### src/rtl/snoop_pkg.sv
`timescale 1ns/1ps
package snoop_pkg;

    typedef enum logic [1:0] {
        LS_INV = 2'd0,
        LS_SHR = 2'd1,
        LS_DRT = 2'd2
    } line_st_e;

    typedef enum logic [1:0] {
        BC_IDLE = 2'd0,
        BC_RD   = 2'd1,
        BC_RDX  = 2'd2,
        BC_INV  = 2'd3
    } bus_cmd_e;

    // Bus command a request needs, given the current copy state; idle = local
    function automatic bus_cmd_e pick_cmd(input logic is_wr, input line_st_e st);
        if (!is_wr)
            return (st == LS_INV) ? BC_RD : BC_IDLE;
        else if (st == LS_DRT)
            return BC_IDLE;
        else if (st == LS_SHR)
            return BC_INV;
        else
            return BC_RDX;
    endfunction

    function automatic int seed_word(input int idx);
        return idx * 37 + 5;
    endfunction

endpackage

### src/rtl/snoop_rr_arbiter.sv
`timescale 1ns/1ps
module snoop_rr_arbiter #(
    parameter int NREQ = 4,
    localparam int IW = (NREQ > 1) ? $clog2(NREQ) : 1
) (
    input  logic            clk,
    input  logic            rst,
    input  logic [NREQ-1:0] req,
    output logic [NREQ-1:0] grant,
    output logic            gnt_valid,
    output logic [IW-1:0]   gnt_idx
);
    localparam int CW = IW + 2;

    logic [IW-1:0] last_q;

    always_comb begin
        logic [IW-1:0] ci;
        grant     = '0;
        gnt_valid = 1'b0;
        gnt_idx   = '0;
        for (int k = 1; k <= NREQ; k++) begin
            ci = IW'((int'(last_q) + k) % NREQ);
            if (!gnt_valid && req[ci]) begin
                gnt_valid = 1'b1;
                gnt_idx   = ci;
                grant[ci] = 1'b1;
            end
        end
    end

    always_ff @(posedge clk) begin
        if (rst)
            last_q <= IW'(NREQ - 1);
        else if (gnt_valid)
            last_q <= gnt_idx;
    end

    // Waiting-time counters for the fairness check
    logic [CW-1:0] wait_q [NREQ];

    generate
        for (genvar g = 0; g < NREQ; g++) begin : g_wait
            always_ff @(posedge clk) begin
                if (rst || !req[g] || grant[g])
                    wait_q[g] <= '0;
                else
                    wait_q[g] <= wait_q[g] + 1'b1;
            end

            AST_RR_WAIT_BOUND: assert property (@(posedge clk) disable iff (rst)
                (req[g] && !grant[g]) |-> (wait_q[g] < CW'(NREQ - 1)));
        end
    endgenerate

endmodule

### src/rtl/snoop_backing_mem.sv
`timescale 1ns/1ps
module snoop_backing_mem import snoop_pkg::*; #(
    parameter int NLINE = 4,
    parameter int DW    = 8,
    localparam int LW   = (NLINE > 1) ? $clog2(NLINE) : 1
) (
    input  logic          clk,
    input  logic          rst,
    input  logic          wr_en,
    input  logic [LW-1:0] wr_line,
    input  logic [DW-1:0] wr_data,
    input  logic [LW-1:0] rd_line,
    output logic [DW-1:0] rd_data
);
    logic [DW-1:0] word_q [NLINE];

    always_ff @(posedge clk) begin
        if (rst) begin
            for (int l = 0; l < NLINE; l++)
                word_q[l] <= DW'(seed_word(l));
        end else if (wr_en) begin
            word_q[wr_line] <= wr_data;
        end
    end

    assign rd_data = word_q[rd_line];

endmodule

### src/rtl/snoop_line_ctrl.sv
`timescale 1ns/1ps
module snoop_line_ctrl import snoop_pkg::*; #(
    parameter int NCACHE = 4,
    parameter int NLINE  = 4,
    parameter int DW     = 8,
    parameter int MY_ID  = 0,
    localparam int IW    = (NCACHE > 1) ? $clog2(NCACHE) : 1,
    localparam int LW    = (NLINE > 1) ? $clog2(NLINE) : 1
) (
    input  logic               clk,
    input  logic               rst,
    // processor side
    input  logic               req_valid,
    input  logic               req_write,
    input  logic [LW-1:0]      req_line,
    input  logic [DW-1:0]      req_wdata,
    output logic               done,
    output logic [DW-1:0]      rdata,
    // bus request side
    output logic               bus_req,
    output bus_cmd_e           bus_want,
    input  logic               grant,
    // snooped broadcast
    input  logic               bus_vld,
    input  bus_cmd_e           bus_cmd,
    input  logic [IW-1:0]      bus_own,
    input  logic [LW-1:0]      bus_line,
    input  logic [DW-1:0]      bus_fill,
    // snoop response
    output logic               holds_dirty,
    output logic [DW-1:0]      line_word,
    output logic [NLINE*2-1:0] state_flat
);
    localparam logic [IW-1:0] ME = IW'(MY_ID);

    line_st_e      st_q   [NLINE];
    logic [DW-1:0] data_q [NLINE];

    logic active, snoop_hit, clash, local_ok;

    always_comb begin
        active    = req_valid && !done;
        bus_want  = pick_cmd(req_write, st_q[req_line]);
        bus_req   = active && (bus_want != BC_IDLE);
        snoop_hit = bus_vld && (bus_own != ME);
        clash     = snoop_hit && (bus_line == req_line);
        local_ok  = active && (bus_want == BC_IDLE) && !clash;
    end

    assign holds_dirty = (st_q[bus_line] == LS_DRT);
    assign line_word   = data_q[bus_line];

    generate
        for (genvar l = 0; l < NLINE; l++) begin : g_flat
            assign state_flat[2*l +: 2] = st_q[l];
        end
    endgenerate

    always_ff @(posedge clk) begin
        if (rst) begin
            for (int l = 0; l < NLINE; l++) begin
                st_q[l]   <= LS_INV;
                data_q[l] <= '0;
            end
            done  <= 1'b0;
            rdata <= '0;
        end else begin
            done <= 1'b0;
            // snoop action for another cache's transaction
            if (snoop_hit) begin
                case (bus_cmd)
                    BC_RD:         if (st_q[bus_line] == LS_DRT) st_q[bus_line] <= LS_SHR;
                    BC_RDX, BC_INV: st_q[bus_line] <= LS_INV;
                    default: ;
                endcase
            end
            // own bus transaction completes in the granted cycle
            if (grant) begin
                done <= 1'b1;
                if (bus_cmd == BC_RD) begin
                    st_q[req_line]   <= LS_SHR;
                    data_q[req_line] <= bus_fill;
                    rdata            <= bus_fill;
                end else begin
                    st_q[req_line]   <= LS_DRT;
                    data_q[req_line] <= req_wdata;
                end
            end else if (local_ok) begin
                done <= 1'b1;
                if (req_write)
                    data_q[req_line] <= req_wdata;
                else
                    rdata <= data_q[req_line];
            end
        end
    end

    AST_DONE_PULSE: assert property (@(posedge clk) disable iff (rst)
        done |=> !done);

    AST_WR_GRANT_DIRTY: assert property (@(posedge clk) disable iff (rst)
        (grant && req_write) |=> (st_q[$past(req_line)] == LS_DRT));

    AST_RD_GRANT_SHARED: assert property (@(posedge clk) disable iff (rst)
        (grant && !req_write) |=> (st_q[$past(req_line)] == LS_SHR));

endmodule

### src/rtl/snoop_coherence_fabric.sv
`timescale 1ns/1ps
module snoop_coherence_fabric import snoop_pkg::*; #(
    parameter int NCACHE = 4,
    parameter int NLINE  = 4,
    parameter int DW     = 8,
    localparam int IW    = (NCACHE > 1) ? $clog2(NCACHE) : 1,
    localparam int LW    = (NLINE > 1) ? $clog2(NLINE) : 1
) (
    input  logic                      clk,
    input  logic                      rst,
    input  logic [NCACHE-1:0]         req_valid,
    input  logic [NCACHE-1:0]         req_write,
    input  logic [NCACHE*LW-1:0]      req_line,
    input  logic [NCACHE*DW-1:0]      req_wdata,
    output logic [NCACHE-1:0]         done,
    output logic [NCACHE*DW-1:0]      rdata,
    output logic [NCACHE*NLINE*2-1:0] line_state,
    output logic                      bus_valid,
    output logic [IW-1:0]             bus_owner,
    output logic [1:0]                bus_cmd
);
    logic [NCACHE-1:0] c_req, c_grant, c_dirty;
    bus_cmd_e          c_want [NCACHE];
    logic [DW-1:0]     c_word [NCACHE];

    logic          g_vld;
    logic [IW-1:0] g_idx;
    bus_cmd_e      b_cmd;
    logic [LW-1:0] b_line;
    logic [DW-1:0] b_fill, mem_word, dirty_word;
    logic          any_dirty;

    snoop_rr_arbiter #(.NREQ(NCACHE)) u_arb (
        .clk       (clk),
        .rst       (rst),
        .req       (c_req),
        .grant     (c_grant),
        .gnt_valid (g_vld),
        .gnt_idx   (g_idx)
    );

    // broadcast contents driven by the granted cache
    always_comb begin
        b_cmd      = BC_IDLE;
        b_line     = '0;
        any_dirty  = 1'b0;
        dirty_word = '0;
        for (int c = 0; c < NCACHE; c++) begin
            if (c_grant[c]) begin
                b_cmd  = c_want[c];
                b_line = req_line[c*LW +: LW];
            end
        end
        for (int c = 0; c < NCACHE; c++) begin
            if (g_vld && c_dirty[c]) begin
                any_dirty  = 1'b1;
                dirty_word = dirty_word | c_word[c];
            end
        end
        b_fill = any_dirty ? dirty_word : mem_word;
    end

    snoop_backing_mem #(.NLINE(NLINE), .DW(DW)) u_mem (
        .clk     (clk),
        .rst     (rst),
        .wr_en   (any_dirty),
        .wr_line (b_line),
        .wr_data (dirty_word),
        .rd_line (b_line),
        .rd_data (mem_word)
    );

    generate
        for (genvar g = 0; g < NCACHE; g++) begin : g_cache
            snoop_line_ctrl #(
                .NCACHE (NCACHE),
                .NLINE  (NLINE),
                .DW     (DW),
                .MY_ID  (g)
            ) u_ctrl (
                .clk         (clk),
                .rst         (rst),
                .req_valid   (req_valid[g]),
                .req_write   (req_write[g]),
                .req_line    (req_line[g*LW +: LW]),
                .req_wdata   (req_wdata[g*DW +: DW]),
                .done        (done[g]),
                .rdata       (rdata[g*DW +: DW]),
                .bus_req     (c_req[g]),
                .bus_want    (c_want[g]),
                .grant       (c_grant[g]),
                .bus_vld     (g_vld),
                .bus_cmd     (b_cmd),
                .bus_own     (g_idx),
                .bus_line    (b_line),
                .bus_fill    (b_fill),
                .holds_dirty (c_dirty[g]),
                .line_word   (c_word[g]),
                .state_flat  (line_state[g*NLINE*2 +: NLINE*2])
            );
        end
    endgenerate

    assign bus_valid = g_vld;
    assign bus_owner = g_idx;
    assign bus_cmd   = b_cmd;

    // coherence invariant, one check per line
    generate
        for (genvar l = 0; l < NLINE; l++) begin : g_inv
            int n_valid, n_dirty;
            always_comb begin
                n_valid = 0;
                n_dirty = 0;
                for (int c = 0; c < NCACHE; c++) begin
                    if (line_state[(c*NLINE+l)*2 +: 2] != 2'd0) n_valid++;
                    if (line_state[(c*NLINE+l)*2 +: 2] == 2'd2) n_dirty++;
                end
            end
            AST_SOLE_DIRTY_COPY: assert property (@(posedge clk) disable iff (rst)
                (n_dirty != 0) |-> (n_valid == 1));
        end
    endgenerate

    AST_BUS_OWNER_ASKED: assert property (@(posedge clk) disable iff (rst)
        bus_valid |-> (c_req[bus_owner] && $onehot0(c_grant)));

endmodule

### config.mk
export PLATFORM = sky130hd
export DESIGN_NAME = snoop_coherence_fabric
export DESIGN_NICKNAME = d
export VERILOG_FILES = /design/src/rtl/snoop_pkg.sv /design/src/rtl/snoop_rr_arbiter.sv /design/src/rtl/snoop_backing_mem.sv /design/src/rtl/snoop_line_ctrl.sv /design/src/rtl/snoop_coherence_fabric.sv
export SDC_FILE = /design/constraint.sdc
export NUM_CORES = 1
export LEC_CHECK = 0
export CAP_MARGIN = 10
export CORE_UTILIZATION = 35
export DETAILED_ROUTE_END_ITERATION = 8
export SKIP_LAST_GASP = 1
export SYNTH_ARGS = -nofsm -noshare
export SYNTH_HDL_FRONTEND = slang
export SYNTH_SLANG_ARGS = --single-unit
export TNS_END_PERCENT = 5
### constraint.sdc
create_clock -name clk -period 7.1 [get_ports clk]
set_input_delay 0.71 -clock clk [delete_from_list [all_inputs] [get_ports clk]]
set_output_delay 0.71 -clock clk [all_outputs]
set_load 0.1 [all_outputs]
# --- After elaboration in Yosys (flattened, before gate mapping) ---
# Memories as Yosys holds them, arrays and structs flattened. A register that Yosys moved wholly into a read port is not among the register bits.
# Index checks and enable logic that the tools add are counted.
op_classes:
  n_addsub: 4
  magnitude_cmp: 8
  n_eq_ne: 30
  muxes: 208
  bitwise_logic: 22
  n_reduce_logical: 81
op_table:
  columns: ["op", "count"]
  rows:
  - ["$mux 8", 18]
  - ["$mux 1", 129]
  - ["$mux 2", 49]
  - ["$reduce_or 8->1", 5]
  - ["$logic_and 1x1->1", 35]
  - ["$or 8x8->8", 3]
  - ["$eq 2x2->1 const B", 10]
  - ["$ne 2x1->1 const B", 9]
  - ["$reduce_bool 2->1", 9]
  - ["$reduce_or 2->1", 9]
  - ["$logic_not 2->1", 8]
  - ["$mux 4", 4]
  - ["$or 1x1->1", 16]
  - ["$lt 2x3->1 const B", 4]
  - ["$or 4x4->4", 3]
  - ["$reduce_and 3->1", 4]
  - ["$logic_not 1->1", 11]
  - ["$eq 2x1->1 const B", 5]
  - ["$bmux 1 s2", 4]
  - ["$demux 1 s2", 4]
  - ["$eq 2x2->1", 4]
  - ["$ge 2x1->1 const B", 4]
  - ["$add 2x1->2 const B", 2]
  - ["$add 2x2->2 const B", 2]
  - ["$ne 2x2->1 const B", 2]
totals:
  regBits: 6
  mem_bits_rw: 192
  input_bits: 50
  output_inout_bits: 73
  word_cells: 367
  memories: 9
memory_table:
  columns: ["memory", "words", "word_bits", "read_ports", "rd_clocked_by_memory_dff", "write_ports", "line_no", "text"]
  rows:
  - ["g_cache[0].u_ctrl.data_q", 4, 8, 2, 1, 4, "snoop_line_ctrl.sv:37", "logic [DW-1:0] data_q [NLINE];"]
  - ["g_cache[1].u_ctrl.data_q", 4, 8, 2, 1, 4, "snoop_line_ctrl.sv:37", null]
  - ["g_cache[2].u_ctrl.data_q", 4, 8, 2, 1, 4, "snoop_line_ctrl.sv:37", null]
  - ["g_cache[3].u_ctrl.data_q", 4, 8, 2, 1, 4, "snoop_line_ctrl.sv:37", null]
  - ["u_mem.word_q", 4, 8, 1, 0, 4, "snoop_backing_mem.sv:15", "logic [DW-1:0] word_q [NLINE];"]
  - ["g_cache[0].u_ctrl.st_q", 4, 2, 6, 0, 4, "snoop_line_ctrl.sv:36", "line_st_e st_q [NLINE];"]
  - ["3 more memories", null, null, null, null, null, null, null]

# --- Depth between registers and ports, before layout ---
# Gate-level depths: netlist of the first run.
# An unclocked memory read counts as a cell.
logic_depth:
  ltp_word: 37
  depth_mapped: 21
  ltp_nobuf: 15

# --- Modules after synthesis ---
# A second synthesis of the first run with hierarchy kept.
hier_totals:
  cells_unflattened: 1096
  area_unflattened_um2: 13367.8
by_module_without_submodules:
  columns: ["mod", "instances", "cells_each", "area_per_inst_um2", "seq_area_each_um2"]
  rows:
  - ["snoop_line_ctrl (g_cache[2].u_ctrl)", 1, 234, 2793.9, 1381.3]
  - ["snoop_line_ctrl (g_cache[1].u_ctrl)", 1, 230, 2782.7, 1381.3]
  - ["snoop_line_ctrl (g_cache[0].u_ctrl)", 1, 215, 2691.3, 1381.3]
  - ["snoop_line_ctrl (g_cache[3].u_ctrl)", 1, 221, 2686.3, 1381.3]
  - ["snoop_backing_mem", 1, 84, 1485.2, 960.9]
  - ["snoop_rr_arbiter", 1, 54, 508.0, 40.0]
  - ["snoop_coherence_fabric", 1, 58, 420.4, 0.0]

# --- Least setup slack after synthesis of the first run ---
# No wires, ideal clock.
synth_path:
  path_kind: "input to register"
  startpoint: "input port req_line[4]"
  endpoint: "memory g_cache[0].u_ctrl.data_q[0][0], enable pin"
  setup_ns: 0.303
  t_arrival_ns: 5.671
  t_required_ns: 6.797
  slack_ns: 1.126
  path_stages: 17
  n_path_buf: 4
  cell_sequence: "buf_2 > mux4_2 > mux2_4 > o221ai_2 > and2_1 > clkbuf_2 > o211a_1 > nor3_1 > nor2_1 > or2_2 > o2111ai_1 > o21ai_0 > o31a_1 > clkbuf_1 > or3_1 > clkbuf_1 > nand2_1"
synth_lines:
  columns: ["item", "line_no", "text"]
  rows:
  - ["from (decl)", "snoop_coherence_fabric.sv:13", "input logic [NCACHE*LW-1:0] req_line,"]
  - ["to (decl)", "snoop_line_ctrl.sv:37", null]

==> qor.csv, run 1 <==
stage,metric,value,unit
worst_hold_path,hp-class,flop to flop,
sta,max_freq,155,MHz
job,maxCapViolCount,0,
die,ios,123,
global_routing,grt_pass1_vias,11500,
logic_synthesis,synth_edf_count,192,
drt,drcViolationCount,0,
logic_synthesis,synthSimpleGateAreaFrac,16.1,%
drt,via_per_inst,5.93,
clocking,hold_buffers,0,
clocking,clkLatencyLatePin,0.60,ns
run_status,status,completed,
die,die-area,40100,um2
logic_synthesis,synth_top_family_by_area,compound AO/OA/AOI/OAI gates,
logic_synthesis,ys_ff_latch,230,
logic_synthesis,synth_fa_ha_area_share,0.636,%
clocking,clk_pin_slew_worst_paths,0.06,ns
logic_synthesis,synth.distinct_cells,83,
setup_path,cp-end-kind,flop,
drt,wl,50.3,mm
clocking,clock_sinks,230,
sta,setup_viol,0,
layout,syn2layout_area_growth,22.3,%
drt,vias,11800,
sta,skew,0.0392,ns
drt,drt_iter0_markers,1182,
die,core-area,38700,um2
clocking,cts_resized,0,
die,core.rowCount,72,
sta,rsz0062_at_grt,no,
logic_synthesis,netlist.area_leader.share,41.9,%
sta,slew_violations,0,
setup_path,critPathKind,input port to flop,
sta,fin_tns_setup,0,ns
clocking,htreeDepth,1,
layout,drive_above_1_share,16.2,%
die,die_h,200,um
die,die_x,200,um
sta,post-route-period-util,90.8,%
sta,finalHoldViolCount,0,
logic_synthesis,seq_area_frac_synth,47.4,%
global_routing,grtUsageTotal,24.7,%
clocking,cts_max_path_buffers,3,
placed_design,place.gp.congestion,0.912,
drt,first_pass_iters,6,
logic_synthesis,synth_compound_area_share,17.4,%
sta,post-route-min-period,6.45,ns
die,start_util,35.5,%
logic_synthesis,synth.area.mux_share,13.3,%
logic_synthesis,synth_xor_area_share,0.573,%
global_routing,grt_pass1_wl,75.2,mm
layout,fillers,3687,
setup_path,start_kind,input port,
logic_synthesis,syn_nets,1361,
clocking,cts_root_buf,clkbuf_16,
placed_design,post-place-cells,1947,
logic_synthesis,ys_warn_count,0,
clocking,post_cts_buffers,0,
layout,ff_latch_area,6530,um2
clocking,cts_buffers,28,
logic_synthesis,avgSynthCellArea,10.6,um2
layout,final_area,16800,um2
global_routing,grt.overflow.total,0,
layout,fin_nets,1516,
logic_synthesis,synth_cells,1304,
clocking,cts_tree,built,
sta,worst_slack,0.654,ns
drt,routedWlPerCell,25.2,um
drt,drtAntennaViolNets,0,
logic_synthesis,netlist_area,13800,um2
layout,final_cells,1997,
logic_synthesis,async_flop_share,0,%
global_routing,grt_start_max_net_pins,44,
logic_synthesis,yosysTopAreaCell,edfxtp_1,
logic_synthesis,synth_flop_cell,edfxtp_1,
sta,relSlewSlack,25.5,%
layout,multi_input_area,6630,um2
setup_path,rrSetupSlack,0.98,ns
placed_design,pre_cts_slack,0.182,ns
setup_path,crit_fanout,16,
placed_design,numPortBuffers,122,
placed_design,hpwl,36.5,mm
placed_design,place_area,16000,um2
setup_path,worstPathRequired,7.43,ns
layout,diodes,0,
logic_synthesis,ys_top_cells_by_area,"edfxtp_1 42%, mux4_2 11%, nor2_1 5.8%",
sta,worst_pin_slew,1.12,ns
setup_path,cp_data_arrival_time,6.78,ns
global_routing,antenna_found_initial,0,
area by class of cell:
cell class	instances	share of cell area (%)
Multi-Input combinational cell	922	39.4
Clock inverter	15	0.751
Inverter	68	1.52
Timing Repair Buffer	209	11.4
Clock buffer	35	4.38
Tap cell	518	3.85
Sequential cell	230	38.8
sequential cells by signal (all words and copies together), names as in the netlist:
register               count
g_cache.u_ctrl.st_q       32
g_cache.u_ctrl.rdata      32
u_mem.word_q              32
g_cache.u_ctrl.done        4
u_arb.last_q               2
g_cache.u_ctrl.data_q    128
synth_stat cells, types with 11 or more instances:
cell type and n:
a211o_1 12, buf_2 17, a311oi_1 12, mux2i_1 27
a21oi_1 64, edfxtp_1 192, nand2_1 116, a211oi_1 12
nand2b_1 22, nand3_1 26, o21ai_0 29, clkbuf_1 49
dfxtp_1 38, nor2b_1 23, mux4_2 66, nor2_1 214
a22oi_1 22, a31oi_1 14, a21o_1 12, o21bai_1 11
nor3_1 29, nor4_1 12, inv_1 66
metal layers:
metal | share of wire [%] | vias up | global-route usage, %
met1 | 42 | 5879 | 34.4
met5 | 0 | - | 0
li1 | - | 5244 | -
met2 | 46 | 632 | 39.4
met3 | 8.5 | 93 | 4.12
met4 | 3.1 | 0 | 7.50
placed cells by master, fill, tap and decap left out, types with 8 or more instances in the layout:
master           count
a211o_1             12
mux4_2              66
clkdlybuf4s50_1    119
nor4_1              12
xnor2_1              9
a2111oi_0            8
a22oi_1             22
o22ai_1              9
a21o_1              12
o211ai_1             8
nand2_1            116
o21bai_1            11
a22o_1               9
edfxtp_1           192
dfxtp_1             38
mux2i_1             27
inv_1               65
nand2b_1            22
a21oi_1             63
a221oi_1             9
nor3_1              29
o21ai_0             29
and2_1              10
nor2b_1             23
a211oi_1            12
buf_4               85
nand3_1             26
a311oi_1            12
a31oi_1             14
o21ai_1              8
nor2_1             213
clkbuf_16           28
critical path: stages:
cell and delay [ns]:
clkdlybuf4s50_1 0.74, mux4_2 0.64, mux2i_1 0.22, nand2_1 0.16, mux4_2 0.59, o311a_1 0.34, o21ai_1 0.39, buf_4 0.31
o41ai_1 0.10, a31oi_1 0.22, inv_1 0.14, a21oi_1 0.87, o22a_1 0.66, buf_4 0.22, mux2i_1 0.35, nor2_1 0.09
stage by stage:
step | utilization [%] | hold WS [ns]
finish | 43.5 | 0.461
global route | 43.5 | 0.486
CTS | 43.5 | 0.469
detailed placement | 41.2 | 0.454
global placement | 41.2 | 0.453
floorplan | - | 0.625
cells by family (layout without fill, tap and decap cells):
| group | after synthesis | in the layout |
|---|---|---|
| muxes | 99 | 99 |
| buffers and inverters | 152 | 327 |
| adders and majority gates | 7 | 7 |
| AOI/OAI and AO/OA | 316 | 316 |
| DFF | 230 | 230 |
| xor gates and xnor gates | 9 | 9 |
| and+or+nand+nor | 491 | 491 |
path summary, 6_finish.rpt:
kind | from | to | depth (start not counted)
min reg2reg | g_cache[2].u_ctrl.rdata[4] | g_cache[2].u_ctrl.rdata[4] | 1
max reg2reg | g_cache[0].u_ctrl.st_q[3][0] | g_cache[2].u_ctrl.data_q[1][7] | 15
max | req_line[4] | g_cache[2].u_ctrl.data_q[1][7] | 16
min | g_cache[2].u_ctrl.rdata[4] | g_cache[2].u_ctrl.rdata[4] | 1
Power of run 1 is not shown: default switching activity piles up to over one toggle a cycle in this logic, so the estimate is an artifact.
==> inputs of run 2 (changes only) <==
--- a/config.mk
+++ b/config.mk
@@ -6,7 +6,7 @@
 export NUM_CORES = 1
 export LEC_CHECK = 0
 export CAP_MARGIN = 10
-export CORE_UTILIZATION = 35
+export CORE_UTILIZATION = 40
 export DETAILED_ROUTE_END_ITERATION = 8
 export SKIP_LAST_GASP = 1
 export SYNTH_ARGS = -nofsm -noshare
==> run 2 against run 1 <==
Non-clock buffer count shrank 13. Worst hold slack lost 0.047 ns. Clock skew shrank 0.025 ns. Die area shrank 12%. Worst setup slack lost 0.17 ns. Via count grew 0.24%. Routed wire length shrank 5.1%. First-iteration DRC count shrank 9.4%. Final cell count shrank 4.2%. Sequential share of layout area grew 0.33 points. Final area shrank 0.83%. Largest cell class unchanged. Fmax shrank 2.6%.
==> qor.csv, run 2 (synthesis results as in run 1) <==
stage,metric,value,unit,change
run_status,status,completed,,
clocking,cts_buffers,27,,-3.6%
layout,final_cell_mix,"213 x nor2_1, 192 x edfxtp_1, 119 x clkdlybuf4s50_1",,
setup_path,worstRegToRegCells,16,,+1
layout,final_area,16700,um2,-0.83%
clocking,hold_buffers,0,,unchanged
layout,largest_register,g_cache.u_ctrl.data_q,,
global_routing,grt.overflow.total,0,,unchanged
sta,skew,0.0145,ns,-0.0247 ns
global_routing,grt_start_max_net_pins,56,,+27%
placed_design,place_area,15800,um2,-1.2%
sta,max_freq,151,MHz,-2.6%
layout,diodes,0,,unchanged
placed_design,place.gp.congestion,0.927,,+1.7%
setup_path,critPathSlowestCell,or4_1,,
clocking,clk_pin_slew_worst_paths,0.06,ns,about the same
sta,hold_slack,0.414,ns,-0.0469 ns
setup_path,worstPathRequired,7.49,ns,+0.06 ns
clocking,htreeDepth,1,,unchanged
die,start_util,40.8,%,+5.3 points
drt,drtAntennaViolNets,0,,unchanged
die,core.rowCount,67,,-6.9%
setup_path,worstPathCellList,clkdlybuf4s50_1 > mux4_2 > mux2i_1 > nand2_1 > mux4_2 > o311a_1 > o21ai_1 > buf_4 > nor3_1 > a311oi_1 > o21ai_0 > a22o_1 > or4_1 > o211ai_4 > mux2i_1 > nor2_1,,
drt,via_per_inst,6.21,,+4.6%
sta,setup_viol,0,,unchanged
clocking,clkLatencyLatePin,0.54,ns,-0.06 ns
placed_design,pre_cts_slack,0.130,ns,-0.0529 ns
drt,first_pass_iters,5,,-1
global_routing,grt_pass1_vias,11500,,+0.10%
layout,syn2layout_area_growth,21.3,%,
clocking,post_cts_buffers,0,,unchanged
sta,finalHoldViolCount,0,,unchanged
placed_design,hpwl,33.8,mm,-7.3%
clocking,cts_resized,0,,unchanged
drt,wl,47.8,mm,-5.1%
sta,relSlewSlack,34.2,%,+8.7 points
drt,vias,11900,,+0.24%
layout,final_common_cell,nor2_1,,
worst_hold_path,hp-start,rst,,
global_routing,grt_pass1_wl,72.1,mm,-4.2%
setup_path,critPathKind,input port to flop,,
worst_hold_path,hp-class,input port to flop,,
setup_path,r2r-start,u_arb.last_q[0],,
sta,worst_pin_slew,0.984,ns,-0.133 ns
die,die_h,188,um,-6.4%
layout,largest_register_ff_count,128,,unchanged
job,maxCapViolCount,0,,unchanged
setup_path,cp_data_arrival_time,7.01,ns,+0.23 ns
setup_path,slowest_delay,0.71,ns,-0.16 ns
die,ios,123,,unchanged
die,core-area,33700,um2,-13%
drt,drcViolationCount,0,,unchanged
sta,post-route-period-util,93.2,%,+2.4 points
setup_path,startpoint,req_line[4],,
die,die-area,35200,um2,-12%
drt,routedWlPerCell,25.0,um,-0.88%
global_routing,antenna_found_initial,0,,unchanged
clocking,cts_tree,built,,
drt,drt_iter0_markers,1071,,-9.4%
sta,worst_slack,0.482,ns,-0.172 ns
sta,post-route-min-period,6.62,ns,+0.172 ns
placed_design,numPortBuffers,122,,unchanged
setup_path,start_kind,input port,,
sta,rsz0062_at_grt,no,,
die,die_x,188,um,-6.4%
sta,fin_tns_setup,0,ns,unchanged
setup_path,cp-end-kind,flop,,
layout,drive_above_1_share,15.8,%,-0.39 points
clocking,clock_sinks,230,,unchanged
clocking,cts_max_path_buffers,3,,unchanged
sta,slew_violations,0,,unchanged
setup_path,crit_fanout,15,,-1
layout,fin_nets,1502,,-0.92%
worst_hold_path,hold-path-cell-count,2,,+1
global_routing,grtUsageTotal,27.0,%,+2.3 points
clocking,cts_root_buf,clkbuf_16,,
## run 2: cell count changes in the layout (fill, tap and decap cells not counted), moves of 2 or more
cell,change
clkbuf_1,-3
buf_4,-12
clkbuf_8,+2
clkinv_1,-2
bufinv_16,+3
clkinv_4,+2
## run 2: worst paths after layout
check,endpoint,slack (ns)
hold / removal,g_cache[3].u_ctrl.done,0.41
hold reg to reg,g_cache[2].u_ctrl.rdata[2],0.46
setup / recovery,g_cache[2].u_ctrl.data_q[0][3],0.48
setup reg to reg,g_cache[2].u_ctrl.data_q[0][3],0.85
## run 2: metrics by stage
stage / std cells / utilization, %
2_1_floorplan: 1304 / -
3_3_place_gp: 1864 / 46.8
3_5_place_dp: 1864 / 46.8
4_1_cts: 1913 / 49.5
5_1_grt: 1913 / 49.5
6_report: 1913 / 49.5
## run 2: cell type report
| class | instances | area [um2] |
|---|---|---|
| fill | 3141 | 17000 |
| multi-input combinational | 922 | 6630 |
| sequential | 230 | 6530 |
| timing repair buffer | 196 | 1800 |
| clock buffer | 33 | 728 |
| tap | 448 | 561 |
| inverter | 68 | 255 |
| clock inverter | 16 | 191 |
## run 2: worst max-delay path: cells and delay by family
kind            cells  cell delay (ns)
compound gates      6             2.33
mux                 4             1.80
simple gates        4             1.15
buf+inv             2             1.01
## run 2: routing by layer
layer  GRT usage, %  vias to the layer above  part of all wire, %
met3           4.34                       96                  9.4
met4           8.97                        0                  3.2
li1               -                     5217                    -
met2           43.4                      664                   47
met5              0                        -                    0
met1           37.2                     5900                   41
Power of run 2 is left out for the same reason.
